===== config.mk =====
export PLATFORM = sky130hd
export DESIGN_NAME = token_pair_matcher
export DESIGN_NICKNAME = d
export VERILOG_FILES = /design/src/rtl/tpm_pkg.sv /design/src/rtl/tpm_wait_store.sv /design/src/rtl/token_pair_matcher.sv
export SDC_FILE = /design/constraint.sdc
export NUM_CORES = 1
export LEC_CHECK = 0
export BUFFER_PORTS_ARGS = -buffer_cell sky130_fd_sc_hd__buf_2
export CORE_ASPECT_RATIO = 1.4
export CORE_MARGIN = 8
export CORE_UTILIZATION = 50
export CTS_CLUSTER_SIZE = 14
export DETAILED_ROUTE_END_ITERATION = 8
export MAX_ROUTING_LAYER = met4
export PLACE_DENSITY = 0.7
export SETUP_SLACK_MARGIN = 0.02
export SLEW_MARGIN = 20
export SYNTH_ARGS = -nofsm -noshare
export SYNTH_HDL_FRONTEND = slang
export SYNTH_SLANG_ARGS = --single-unit

===== constraint.sdc =====
create_clock -name clk -period 3.8 [get_ports clk]
set_input_delay 0.76 -clock clk [delete_from_list [all_inputs] [get_ports clk]]
set_output_delay 0.76 -clock clk [all_outputs]
set_load 0.01 [all_outputs]

===== src/rtl/tpm_pkg.sv =====
package tpm_pkg;
    typedef enum logic {
        PORT_L = 1'b0,
        PORT_R = 1'b1
    } port_e;
endpackage


===== src/rtl/tpm_wait_store.sv =====
module tpm_wait_store #(
    parameter int CTX_W  = 3,
    parameter int ADDR_W = 4,
    parameter int DATA_W = 8,
    parameter int DEPTH  = 4,
    localparam int IDX_W = (DEPTH > 1) ? $clog2(DEPTH) : 1
) (
    input  logic              clk,
    input  logic              rst_n,
    input  logic [CTX_W-1:0]  look_ctx,
    input  logic [ADDR_W-1:0] look_addr,
    output logic              hit,
    output logic [IDX_W-1:0]  hit_idx,
    output logic              hit_port,
    output logic [DATA_W-1:0] hit_data,
    output logic              full,
    output logic [IDX_W-1:0]  free_idx,
    input  logic              ins_en,
    input  logic [IDX_W-1:0]  ins_idx,
    input  logic              ins_port,
    input  logic [DATA_W-1:0] ins_data,
    input  logic              clr_en,
    input  logic [IDX_W-1:0]  clr_idx
);
    typedef struct packed {
        logic [DEPTH-1:0]             vld;
        logic [DEPTH-1:0][CTX_W-1:0]  ctx;
        logic [DEPTH-1:0][ADDR_W-1:0] addr;
        logic [DEPTH-1:0]             port;
        logic [DEPTH-1:0][DATA_W-1:0] data;
    } store_t;

    store_t st_d, st_q;
    logic [DEPTH-1:0] match_vec;

    for (genvar g = 0; g < DEPTH; g++) begin : g_cmp
        assign match_vec[g] = st_q.vld[g] && (st_q.ctx[g] == look_ctx)
                              && (st_q.addr[g] == look_addr);
    end

    always_comb begin
        hit      = 1'b0;
        hit_idx  = '0;
        free_idx = '0;
        full     = &st_q.vld;
        for (int i = DEPTH - 1; i >= 0; i--) begin
            if (match_vec[i]) begin
                hit     = 1'b1;
                hit_idx = IDX_W'(i);
            end
            if (!st_q.vld[i]) free_idx = IDX_W'(i);
        end
        hit_port = st_q.port[hit_idx];
        hit_data = st_q.data[hit_idx];

        st_d = st_q;
        if (clr_en) st_d.vld[clr_idx] = 1'b0;
        if (ins_en) begin
            st_d.vld[ins_idx]  = 1'b1;
            st_d.ctx[ins_idx]  = look_ctx;
            st_d.addr[ins_idx] = look_addr;
            st_d.port[ins_idx] = ins_port;
            st_d.data[ins_idx] = ins_data;
        end
    end

    always_ff @(posedge clk) begin
        if (!rst_n) st_q <= '0;
        else        st_q <= st_d;
    end

    AST_NO_DOUBLE_KEY: assert property (@(posedge clk) disable iff (!rst_n)
        ins_en |-> !hit);
    AST_INSERT_HAS_ROOM: assert property (@(posedge clk) disable iff (!rst_n)
        ins_en |-> !full);
    AST_CLEAR_FREES: assert property (@(posedge clk) disable iff (!rst_n)
        clr_en |=> !st_q.vld[$past(clr_idx)]);
    AST_INSERT_SEEN: assert property (@(posedge clk) disable iff (!rst_n)
        ins_en |=> st_q.vld[$past(ins_idx)]);
endmodule


===== src/rtl/token_pair_matcher.sv =====
module token_pair_matcher #(
    parameter int CTX_W  = 3,
    parameter int ADDR_W = 4,
    parameter int DATA_W = 8,
    parameter int DEPTH  = 4,
    localparam int IDX_W = (DEPTH > 1) ? $clog2(DEPTH) : 1
) (
    input  logic              clk,
    input  logic              rst_n,
    input  logic              in_valid,
    output logic              in_ready,
    input  logic [CTX_W-1:0]  in_ctx,
    input  logic [ADDR_W-1:0] in_addr,
    input  logic              in_port,
    input  logic              in_single,
    input  logic [DATA_W-1:0] in_data,
    output logic              out_valid,
    output logic              out_single,
    output logic [CTX_W-1:0]  out_ctx,
    output logic [ADDR_W-1:0] out_addr,
    output logic [DATA_W-1:0] out_left,
    output logic [DATA_W-1:0] out_right,
    output logic              err_dup
);
    import tpm_pkg::*;

    typedef struct packed {
        logic              valid;
        logic              single;
        logic              err;
        logic [CTX_W-1:0]  ctx;
        logic [ADDR_W-1:0] addr;
        logic [DATA_W-1:0] left;
        logic [DATA_W-1:0] right;
    } out_t;

    out_t o_d, o_q;

    logic              hit, hit_port, full;
    logic [IDX_W-1:0]  hit_idx, free_idx;
    logic [DATA_W-1:0] hit_data;
    logic              ins_en, clr_en, take;

    tpm_wait_store #(
        .CTX_W(CTX_W), .ADDR_W(ADDR_W), .DATA_W(DATA_W), .DEPTH(DEPTH)
    ) u_store (
        .clk(clk), .rst_n(rst_n),
        .look_ctx(in_ctx), .look_addr(in_addr),
        .hit(hit), .hit_idx(hit_idx), .hit_port(hit_port), .hit_data(hit_data),
        .full(full), .free_idx(free_idx),
        .ins_en(ins_en), .ins_idx(free_idx), .ins_port(in_port), .ins_data(in_data),
        .clr_en(clr_en), .clr_idx(hit_idx)
    );

    always_comb begin
        in_ready = in_single || hit || !full;
        take     = in_valid && in_ready;
        ins_en   = 1'b0;
        clr_en   = 1'b0;
        o_d      = '0;
        o_d.ctx  = o_q.ctx;
        o_d.addr = o_q.addr;
        if (take) begin
            o_d.ctx  = in_ctx;
            o_d.addr = in_addr;
            if (in_single) begin
                o_d.valid  = 1'b1;
                o_d.single = 1'b1;
                o_d.left   = in_data;
            end else if (hit) begin
                if (hit_port != in_port) begin
                    o_d.valid = 1'b1;
                    clr_en    = 1'b1;
                    if (port_e'(in_port) == PORT_L) begin
                        o_d.left  = in_data;
                        o_d.right = hit_data;
                    end else begin
                        o_d.left  = hit_data;
                        o_d.right = in_data;
                    end
                end else begin
                    o_d.err = 1'b1;
                end
            end else begin
                ins_en = 1'b1;
            end
        end
    end

    always_ff @(posedge clk) begin
        if (!rst_n) o_q <= '0;
        else        o_q <= o_d;
    end

    assign out_valid  = o_q.valid;
    assign out_single = o_q.single;
    assign out_ctx    = o_q.ctx;
    assign out_addr   = o_q.addr;
    assign out_left   = o_q.left;
    assign out_right  = o_q.right;
    assign err_dup    = o_q.err;

    AST_OUT_NEEDS_ACCEPT: assert property (@(posedge clk) disable iff (!rst_n)
        out_valid |-> $past(in_valid && in_ready));
    AST_ERR_NO_OUT: assert property (@(posedge clk) disable iff (!rst_n)
        err_dup |-> !out_valid);
    AST_STALL_ONLY_FULL: assert property (@(posedge clk) disable iff (!rst_n)
        (in_valid && !in_ready) |-> full);
    AST_SINGLE_KEEPS_STORE: assert property (@(posedge clk) disable iff (!rst_n)
        (in_valid && in_single) |-> (!ins_en && !clr_en));
endmodule


Word-level counts from Yosys, hierarchy flattened
Cells that the tools add are included.
{ "word_totals": {"rom_bits": 0, "mem_count": 0, "elab_cells": 105, "output_inout_bits": 27, "mem_bits_rw": 0, "register_bits": 94, "inputBits": 20, "latchBits": 0} }
{ "classes": {"n_div": 0, "n_mul": 0, "bitwise": 7, "mux": 46, "reduce_logical": 18, "addsub": 0, "order_cmp": 4, "eq_ne": 9, "shift": 0} }
{ "ops": {"columns": ["cell", "n"], "rows": [
  ["$mux 68", 1],
  ["$mux 16", 3],
  ["$bwmux 32", 1],
  ["$mux 8", 3],
  ["$mux 1", 17],
  ["$bmux 8 s2", 1],
  ["$bwmux 16", 1],
  ["$demux 8 s2", 1],
  ["$eq 4x4->1", 4],
  ["$mux 2", 8],
  ["$bwmux 12", 1],
  ["$eq 3x3->1", 4],
  ["$logic_and 1x1->1", 11],
  ["$demux 4 s2", 1],
  ["$mux 4", 2],
  ["$demux 3 s2", 1],
  ["$lt 2x3->1 const B", 2],
  ["$reduce_or 5->1", 1],
  ["$and 4x4->4", 1],
  ["$bwmux 4", 1],
  ["$demux 1 s2", 2],
  ["$ge 2x1->1 const B", 2],
  ["$not 1->1", 4],
  ["$not 4->4", 1],
  ["other kinds (9)", 10]
]} }

Longest topological paths before layout
Gate-level depths: netlist of the first run.
{ "depth": {"word_depth": 17, "ltp_mapped": 11, "depth_no_buf": 7} }

By module
A second synthesis of the first run with hierarchy kept.
{ "unflattened": {"cells_unflattened": 482, "hier_area_um2": 4296.6} }
{ "modules_own_cells": {"columns": ["mod", "area_each_um2", "seq_area_each_um2", "n_inst", "cells_per_inst"], "rows": [
  ["tpm_wait_store", 3331.9, 1361.3, 1, 390],
  ["token_pair_matcher", 964.7, 520.5, 1, 92]
]} }

Worst setup path before layout of the first run
Ideal clock, no wire load.
{ "synth_timing": {"path_type": "in2reg", "from": "in in_addr[2]", "to": "reg o_q, in the netlist out_left[6]", "path_buffers": 3, "stages": 10, "setup_time_ns": 0.117, "setup_slack_ns": 1.037, "t_arrival_ns": 2.646, "required_time_ns": 3.683, "cell_sequence": "buf_2 > xnor2_1 > nand4_1 > or2_2 > buf_2 > o221ai_1 > a22oi_4 > and4_1 > buf_2 > a22o_1"} }
{ "synth_via": {"elab_chain_len": 12, "elab_cells_between_ends": 29, "classes_between": "eq/ne (5); mux (16); reduce/logical (8)"} }
{ "synth_rtl": {"columns": ["item", "line_no", "source"], "rows": [
  ["start, declared", "token_pair_matcher.sv:13", "input logic [ADDR_W-1:0] in_addr,"],
  ["$eq 4x4->1", "tpm_wait_store.sv:38", "&& (st_q.addr[g] == look_addr);"],
  ["$logic_and 1x1->1", "tpm_wait_store.sv:38", null],
  ["$mux 2 (4 in a row)", "tpm_wait_store.sv:47", "if (match_vec[i]) begin"],
  ["$bmux 8 s2 / $bmux 1 s2 (equally long branches)", "tpm_wait_store.sv:54, tpm_wait_store.sv:53", null],
  ["$mux 8 (not written as such) / $mux 1 (equally long branches)", "tpm_wait_store.sv:54, tpm_wait_store.sv:53", null],
  ["$mux 16 / $ne 1x1->1 (equally long branches)", "token_pair_matcher.sv:74, token_pair_matcher.sv:71", null],
  ["$mux 16", "token_pair_matcher.sv:71", "if (hit_port != in_port) begin"],
  ["$mux 16", "token_pair_matcher.sv:70", "end else if (hit) begin"],
  ["$mux 8", "token_pair_matcher.sv:66", "if (in_single) begin"],
  ["end signal, assigned", "token_pair_matcher.sv:91", "if (!rst_n) o_q <= '0;"],
  ["end signal, assigned", "token_pair_matcher.sv:92", "else o_q <= o_d;"],
  ["end, declared", "token_pair_matcher.sv:37", "out_t o_d, o_q;"]
]} }
Several ways; a longest one is shown, not always the timed one. The select of a mux whose other input is x is not followed.
A chain may end at the register's enable or synchronous reset.

Worst setup path after layout of the first run
{ "layout_timing": {"from": "in in_ctx[1]", "to": "reg o_q, in the netlist out_right[1]"} }
{ "layout_via": {"elab_chain_len": 12, "elab_cells_between_ends": 33, "classes_between": "eq/ne (5); mux (13); bitwise (3); reduce/logical (12)"} }
{ "layout_rtl": {"columns": ["item", "line_no", "source"], "rows": [
  ["start, declared", "token_pair_matcher.sv:12", "input logic [CTX_W-1:0] in_ctx,"],
  ["$eq 3x3->1", "tpm_wait_store.sv:37", "assign match_vec[g] = st_q.vld[g] && (st_q.ctx[g] == look_ctx)"],
  ["$logic_and 1x1->1", "tpm_wait_store.sv:37", null],
  ["$logic_and 1x1->1", "tpm_wait_store.sv:38", null],
  ["$mux 2 / $mux 1 (equally long branches) (4 in a row)", "tpm_wait_store.sv:47", null],
  ["$bmux 1 s2 / $logic_or 1x1->1 (equally long branches)", "tpm_wait_store.sv:53, token_pair_matcher.sv:56", null],
  ["$mux 1 (not written as such) / $logic_or 1x1->1 (equally long branches)", "tpm_wait_store.sv:53, token_pair_matcher.sv:56", null],
  ["$ne 1x1->1 / $logic_and 1x1->1 (equally long branches)", "token_pair_matcher.sv:71, token_pair_matcher.sv:57", null],
  ["$not 1->1 (no line)", null, null],
  ["$reduce_or 5->1 (no line)", null, null]
]} }
Several ways; a longest one is shown, not always the timed one. The select of a mux whose other input is x is not followed.

==> impl_results.md, run 1 <==
- Status: finished clean
- First-pass GRT wire length: 16.4 mm
- Starting density of the core: 51.4%
- Sink Count: 94
- Post-synth cell types: 44
- Dominant cell type by area after synthesis: dfxtp_1
- Initial antenna violation count: 0
- CTS tree: yes
- Internal power: 0.00184 W
- Post-DR vias/cell: 5.61
- Final Cell Area: 4840 um2
- Vias in the first global route: 3,218
- Antenna cells: 0
- Fin. max-slew vios: 0
- Type of the worst min-delay path: reg2reg
- Fill cell count: 685
- CP max stage delay: 0.66 ns
- CTS Buf Count: 9
- Worst-Skew Late Latency: 0.35 ns
- Die area: 11,600 um2
- Ys flop type: dfxtp_1
- Share of layout cells above drive strength 1: 18.6%
- Min Tclk post-route: 2.98 ns
- Pwr dens: 486 nW/um2
- Synth top area cells: dfxtp_1 (45%), mux2i_1 (15%), nor2_1 (5.5%), xnor2_1 (3.8%), nor4_1 (2.4%)
- CP Launch Type: input port
- Syn-to-layout area delta: 15.6%
- Commonest non-fill, non-tap cell in the layout: dfxtp_1
- Static leakage: 1.96 nW
- WS Path Type: in2reg
- Nets@finish: 489
- Max IR drop VDD: 0.361 mV
- Antenna-violating nets left: 0
- Vias: 3,233
- Tot GR Track Use: 18.4%
- Syn Inst Count: 439
- Worst setup margin: 0.820 ns
- Number of setup buffers added after CTS: 0
- Normalized max-slew margin: 44.2%
- CTS Hold Buffers Added: 0
- Gate power share: 6.7%
- Dpl hpwl: 7.04 mm
- Min-Delay Path Depth: 2
- Worst R2R Path Depth: 8
- CTS clk-pin slew, worst paths: 0.07 ns
- GR Overflow Total: 0
- Crit. End Element: flop
- Hold WS: 0.480 ns
- Post-CTS sizing: 0
- Port bufs: 46
- WL per Instance: 17.6 um
- CP arrival: 3.25 ns
- # H-tree levels: 3
- Sw Ratio: 21.7%
- Num rows: 39
- Fmax: 0.336 GHz
- Reg2reg setup slack: 1.11 ns
- RSZ-0062 raised after global routing: no
- Synth Area per Inst: 9.54 um2
- Core region area: 8150 um2
- Initial DRC count: 211
- Post-route clock period utilization: 78.4%
- Max-cap viol count: 0
- Critical-path top delay cell: a2111oi_0
- Total iterations of the first detailed-routing run: 5
- Die height: 124 um
- Setup TNS: 0 ns
- Crit-path cells: buf_2, xor2_1, nor4_4, nand4_2, buf_4, a21o_4, a2111oi_0, mux2i_1, nor3_1
- Io pins: 47
- Pre-CTS setup slack: 0.434 ns
- WL final: 10.1 mm
- Root buffer cell: clkbuf_16
- Yosys top cell area share: 44.9%
- Sequential share of power: 43.2%
- Post-Syn Nets: 459
- Post-synthesis sequential area ratio: 44.9%
- # DRC: 0
- Total net switching power: 0.000510 W
- Final hold viol count: 0
- Most frequent cells in the layout: dfxtp_1 (94), mux2i_1 (64), nor2_1 (60)
- Number of flops mapped to enable cells by yosys: 0
- Largest net degree at the start of global routing: 39
- CP max FO: 10
- Final Setup Violations: 0
- Die W: 93.3 um
- Synthesized area: 4190 um2
- Worst-margin pin slew: 0.833 ns
- Seq cells post-synth: 94
- Bufs on Longest Clock Path: 2
- Routability cong.: 0.858
- CP required: 4.07 ns
- DP Area: 4450 um2
- Clock power frac: 50.1%
- Async set or reset register ratio after synthesis: 0%
- Clock skew: 0.00896 ns
- Yosys warning count: 0
[cell families after synthesis]
family          after synthesis  synth area share (%)
compound gates               64                  11.4
xor+xnor                     29                  6.52
buf+inv                      50                  5.50
flops                        94                  44.9
mux                          64                  15.3
simple gates                138                  16.3
[metal layers]
| layer | up-vias | share of wire (%) | track usage [%] | routed length [um] |
|---|---|---|---|---|
| li1 | 1585 | - | - | - |
| met1 | 1542 | 39 | 18.6 | 3940 |
| met2 | 85 | 53 | 31.8 | 5420 |
| met3 | 21 | 5.0 | 5.01 | 505 |
| met4 | 0 | 2.7 | 7.90 | 271 |
| met5 | - | 0 | - | 0 |
[critical path: cells and delay by family]
| family | cells | cell delay [ns] |
|---|---|---|
| AOI/OAI and AO/OA | 2 | 0.92 |
| xor gates and xnor gates | 1 | 0.20 |
| muxes | 1 | 0.19 |
| and+or+nand+nor | 3 | 0.76 |
| buffers and inverters | 2 | 0.42 |
[synth_stat cells, types with 10 or more instances]
cell      number
nor4_1        16
a21oi_1       18
clkbuf_1      14
dfxtp_1       94
xnor2_1       18
buf_2         16
inv_1         14
xor2_1        10
nand2_1       21
mux2i_1       64
nor2_1        61
nor3_1        18
o21ai_0       18
[power groups by stage]
stage          sequential, W  combinational (W)  clock [W]
6_report             0.00102           0.000158    0.00118
4_1_cts              0.00102           0.000160    0.00120
3_5_place_dp         0.00104           0.000159          0
2_1_floorplan        0.00104           0.000106          0
3_3_place_gp         0.00104           0.000158          0
5_1_grt              0.00102           0.000173    0.00123
[worst max-delay path by stage]
stage,from,to,slack (ns)
2_1_floorplan,in_addr[2],out_left[6]$_SDFF_PN0_,1.04
3_3_place_gp,in_ctx[1],out_right[1]$_SDFF_PP0_,0.47
3_5_place_dp,in_ctx[1],out_right[6]$_SDFF_PP0_,0.43
4_1_cts,in_ctx[1],out_right[1]$_SDFF_PP0_,0.82
5_1_grt,in_ctx[1],out_right[7]$_SDFF_PP0_,0.58
6_report,in_ctx[1],out_right[1]$_SDFF_PP0_,0.82
[layout make-up]
| type | instances | area (um2) | area share [%] |
|---|---|---|---|
| inverter | 14 | 52.6 | 1.09 |
| multi-input combinational | 295 | 2090 | 43.1 |
| clock inverter | 7 | 169 | 3.49 |
| timing repair buffer | 55 | 298 | 6.15 |
| clock buffer | 9 | 225 | 4.65 |
| tap | 102 | 128 | 2.64 |
| sequential | 94 | 1880 | 38.9 |
[stage by stage]
| stage | util (%) | total power (W) | cells |
|---|---|---|---|
| 2_1_floorplan | - | 0.00115 | 439 |
| 3_3_place_gp | 54.5 | 0.00120 | 560 |
| 3_5_place_dp | 54.6 | 0.00120 | 560 |
| 4_1_cts | 59.4 | 0.00237 | 576 |
| 5_1_grt | 59.4 | 0.00242 | 576 |
| 6_report | 59.4 | 0.00235 | 576 |
(Power assumes the default switching activity.)
==> inputs of run 2 (changes only) <==
clock period = 3.05 ns   (was 3.8 ns; I/O delays follow)
==> run 2 against run 1 <==
  * Cell area rose by 2.4%
  * Sequential share of layout area fell by 0.92 points
  * Critical path depth stayed put
  * Sequential power rose by 25%
  * Clock power decreased by 8%
  * Utilization is 1.4 points higher
  * Combinational power increased by 37%
  * Flip-flop and latch count stayed put
  * First-iteration DRC count is 0.95% higher
  * Hold slack worse by 0.0012 ns
==> impl_results.md, run 2 (synthesis gave the netlist of run 1 again) <==
- Status: finished clean
- Final Cell Area: 4960 um2
- CP required: 3.25 ns
- Pwr dens: 520 nW/um2
- Share of layout cells above drive strength 1: 22.2%
- DP Area: 4670 um2
- Post-route clock period utilization: 88.7%
- Fill cell count: 706
- Antenna-violating nets left: 0
- WL met3: 549 um
- Largest net degree at the start of global routing: 40
- Max-cap viol count: 0
- Vias in the first global route: 3,403
- Fin. max-slew vios: 0
- RSZ-0062 raised after global routing: no
- Core region area: 8150 um2
- Gate power share: 8.4%
- CTS tree: yes
- CTS clk-pin slew, worst paths: 0.06 ns
- Nets@finish: 512
- Tot GR Track Use: 18.9%
- Post-DR vias/cell: 5.63
- Register area: 1880 um2
- Max IR drop VDD: 0.382 mV
- Min-Delay Path Depth: 2
- WL final: 10.2 mm
- CP Launch Type: input port
- Number of setup buffers added after CTS: 0
- Reg2reg setup slack: 0.46 ns
- Sequential share of power: 49.1%
- Pwr Total: 0.00258 W
- Type of the worst min-delay path: reg2reg
- CP max FO: 10
- Dpl hpwl: 7.15 mm
- Internal power: 0.00197 W
- Static leakage: 2.03 nW
- Bufs on Longest Clock Path: 2
- Crit. End Element: flop
- CTS Buf Count: 9
- Syn-to-layout area delta: 18.4%
- Min Tclk post-route: 2.71 ns
- Worst-margin pin slew: 1.08 ns
- Normalized max-slew margin: 27.5%
- WL per Instance: 17.0 um
- Worst-Skew Late Latency: 0.34 ns
- Initial DRC count: 213
- Multi-input logic area: 2090 um2
- Total iterations of the first detailed-routing run: 4
- WL met2: 5.05 mm
- Worst R2R Path Depth: 8
- Io pins: 47
- Commonest non-fill, non-tap cell in the layout: dfxtp_1
- Initial antenna violation count: 0
- Post-Place Cells: 583
- Post-CTS sizing: 0
- Die height: 124 um
- Final Setup Violations: 0
- Sink Count: 94
- # DRC: 0
- Die area: 11,600 um2
- CTS Hold Buffers Added: 0
- Metal1 wirelength: 4.07 mm
- Setup TNS: 0 ns
- Sw Ratio: 23.6%
- Root buffer cell: clkbuf_16
- Clock power frac: 42.5%
- First-pass GRT wire length: 16.9 mm
- # H-tree levels: 3
- Vias: 3,369
- Total net switching power: 0.000608 W
- Num rows: 39
- Fmax: 0.370 GHz
- Port bufs: 46
- Starting density of the core: 51.4%
- Routability cong.: 0.856
- GR Overflow Total: 0
- CP arrival: 2.91 ns
- Final hold viol count: 0
- Top layer in use: met4
- Clock skew: 0.00546 ns
- Layout Cells excl Fill: 598
- Antenna cells: 0
- WS Path Type: in2reg
- Die W: 93.3 um
- Most frequent cells in the layout: dfxtp_1 (94), mux2i_1 (64), nor2_1 (60)
-- run 2: cell types whose count changed in the layout (fill, tap and decap cells not counted) --
cell        delta
clkinv_2       +2
buf_12         +4
buf_4         +19
clkinvlp_4     +1
inv_8          -1
bufinv_16      -4
clkinv_4       +1
-- run 2: worst max-delay path by stage --
stage                           from                endpoint
after CTS                  in_ctx[2]                    flop
after global routing       in_ctx[2]                    flop
after floorplan           in_addr[2]  out_left[6]$_SDFF_PN0_
after global placement     in_ctx[2]                    flop
after detailed placement   in_ctx[2]                    flop
final                      in_ctx[2]                    flop
-- run 2: through the flow --
step / setup WS, ns / hold WS (ns) / util [%]
2_1_floorplan: 0.437 / 0.454 / -
4_1_cts: 0.250 / 0.483 / 60.8
6_report: 0.344 / 0.479 / 60.8
3_3_place_gp: 0.0286 / 0.459 / 57.3
3_5_place_dp: -0.0408 / 0.473 / 57.3
5_1_grt: 0.164 / 0.507 / 60.8
-- run 2: critical path, cell delays in order --
cell and delay, ns:
buf_2 0.20, xor2_1 0.26, nor4_4 0.10, o2bb2a_4 0.21
nand4b_1 0.20, nor3_2 0.85, buf_12 0.25, mux2i_1 0.19
nor2_1 0.05
-- run 2: per-layer routing --
metal / vias up / global-route usage [%]
met5: - / -
met1: 1600 / 20.6
met3: 32 / 4.83
met2: 94 / 29.9
met4: 0 / 11.4
li1: 1643 / -
-- run 2: final cells by class --
cell class	instances	share of cell area, %
Clock inverter	6	1.29
Sequential cell	94	38.0
Clock buffer	9	4.54
Tap cell	102	2.57
Timing Repair Buffer	78	10.5
Inverter	14	1.06
Multi-Input combinational cell	295	42.1
-- run 2: power groups by stage --
stage | clock [W] | combinational (W) | sequential [W]
6_report | 0.00109 | 0.000217 | 0.00127
5_1_grt | 0.00117 | 0.000234 | 0.00127
4_1_cts | 0.00112 | 0.000218 | 0.00127
3_5_place_dp | 0 | 0.000216 | 0.00129
3_3_place_gp | 0 | 0.000212 | 0.00129
2_1_floorplan | 0 | 0.000133 | 0.00130
==> inputs of run 3 (changes only) <==
CORE_ASPECT_RATIO = 1.5   (was 1.4)
HOLD_SLACK_MARGIN = 0.03   (was default)
clock period = 3.4 ns   (was 3.05 ns; I/O delays follow)
==> run 3 against run 2 <==
  * Sequential share of layout area rose by 1.5 points
  * Utilization shrank 3.1 points
  * Worst setup slack gained 0.17 ns
  * Hold slack got worse by 0.00078 ns
  * Cell area down 3.9%
  * Die area rose by 0.16%
  * Global-route usage increased by 0.25 points
  * Cell count fell by 1.7%
==> impl_results.md, run 3 (synthesis gave the netlist of run 1 again) <==
- Status: finished clean
- Worst-Skew Late Latency: 0.34 ns
- Max-cap viol count: 0
- Total iterations of the first detailed-routing run: 6
- Crit. End Element: flop
- Die W: 90.7 um
- Fill cell count: 765
- Fmax: 0.347 GHz
- Fin. max-slew vios: 0
- Root buffer cell: clkbuf_16
- Static leakage: 1.93 nW
- CP Launch Type: input port
- # DRC: 0
- Port bufs: 46
- Routability cong.: 0.841
- # H-tree levels: 3
- Most frequent cells in the layout: dfxtp_1 (94), mux2i_1 (64), nor2_1 (61)
- Post-DR vias/cell: 5.62
- Sink Count: 94
- Dpl hpwl: 7.18 mm
- Core region area: 8260 um2
- Post-route clock period utilization: 84.8%
- Starting density of the core: 50.7%
- Vias: 3,303
- GR Overflow Total: 0
- Final Setup Violations: 0
- Initial DRC count: 189
- Critical-path top delay cell: a2111oi_0
- Largest net degree at the start of global routing: 51
- Crit-path cells: buf_2, xor2_1, nor4_4, and4_1, nor4_1, a2111oi_0, mux2i_1, nor3_1
- Clock skew: 0.0103 ns
- Initial antenna violation count: 0
- WS Path Type: in2reg
- Vias in the first global route: 3,402
- Die area: 11,600 um2
- Setup TNS: 0 ns
- Syn-to-layout area delta: 13.9%
- Worst-margin pin slew: 1.03 ns
- CTS Hold Buffers Added: 0
- Commonest non-fill, non-tap cell in the layout: dfxtp_1
- WL final: 10.3 mm
- RSZ-0062 raised after global routing: no
- Nets@finish: 498
- Post-CTS sizing: 0
- Antenna cells: 0
- CP arrival: 3.14 ns
- First-pass GRT wire length: 17.1 mm
- Number of setup buffers added after CTS: 0
- Share of layout cells above drive strength 1: 18.7%
- Max IR drop VDD: 0.339 mV
- CTS tree: yes
- Num rows: 41
- Bufs on Longest Clock Path: 2
- Tot GR Track Use: 19.1%
- CP required: 3.66 ns
- CP max FO: 13
- Min Tclk post-route: 2.88 ns
- CTS Buf Count: 9
- WL per Instance: 17.6 um
- Normalized max-slew margin: 31.2%
- CTS clk-pin slew, worst paths: 0.06 ns
- Hold WS: 0.478 ns
- CP max stage delay: 0.71 ns
- Io pins: 47
- Antenna-violating nets left: 0
- Final hold viol count: 0
- Pwr dens: 460 nW/um2
- Die height: 128 um
- Type of the worst min-delay path: reg2reg
[run 3: cell types whose count changed in the layout (fill, tap and decap cells not counted), sizes merged]
cell | before | now
clkinvlp | 2 | 0
clkinv | 3 | 1
clkbuf | 9 | 13
bufinv | 1 | 0
buf | 78 | 64
[run 3: power breakdown]
group	switching [W]	internal [W]	leakage, nW
registers	0.0000116	0.00112	0.762
logic	0.000114	0.0000679	1.05
clock network	0.000387	0.000490	0.120
[run 3: stage by stage]
step	setup slack, ns	instance area (um2)	util (%)	instances	total power (W)
finish	0.515	4770	57.7	588	0.00219
global route	0.310	4770	57.7	588	0.00228
CTS	0.505	4770	57.7	588	0.00222
detailed placement	0.208	4520	54.7	574	0.00134
global placement	0.197	4520	54.7	574	0.00134
floorplan	0.717	4190	-	439	0.00128
[run 3: worst paths after layout]
check	startpoint	to	slack [ns]	cells after the start
max	in_ctx[2]	out_right[6]$_SDFF_PP0_	0.52	8
min reg2reg	flop	flop	0.48	2
min	flop	flop	0.48	2
max reg2reg	flop	flop	0.73	8
[run 3: worst max-delay path, delay by kind of cell]
kind	cells	cell delay, ns
XOR/XNOR	1	0.23
AND/OR/NAND/NOR	4	1.19
multiplexers	1	0.17
AO/OA/AOI/OAI	1	0.71
buffers and inverters	1	0.17
[run 3: area by class of cell]
| cell class | instances | area [um2] | share of cell area [%] |
|---|---|---|---|
| multi-input combinational | 295 | 2080 | 43.7 |
| sequential | 94 | 1880 | 39.5 |
| timing repair buffer | 64 | 365 | 7.66 |
| clock buffer | 13 | 240 | 5.04 |
| tap | 107 | 134 | 2.81 |
| inverter | 14 | 52.6 | 1.10 |
| clock inverter | 1 | 8.76 | 0.184 |
[run 3: routing by layer]
layer  up-vias  share of wire, %  track usage, %
met1      1583                40            19.9
met4         0               3.5            12.0
met3        29               3.9            4.22
li1       1606                 -               -
met2        85                52            32.3
met5         -                 0               -
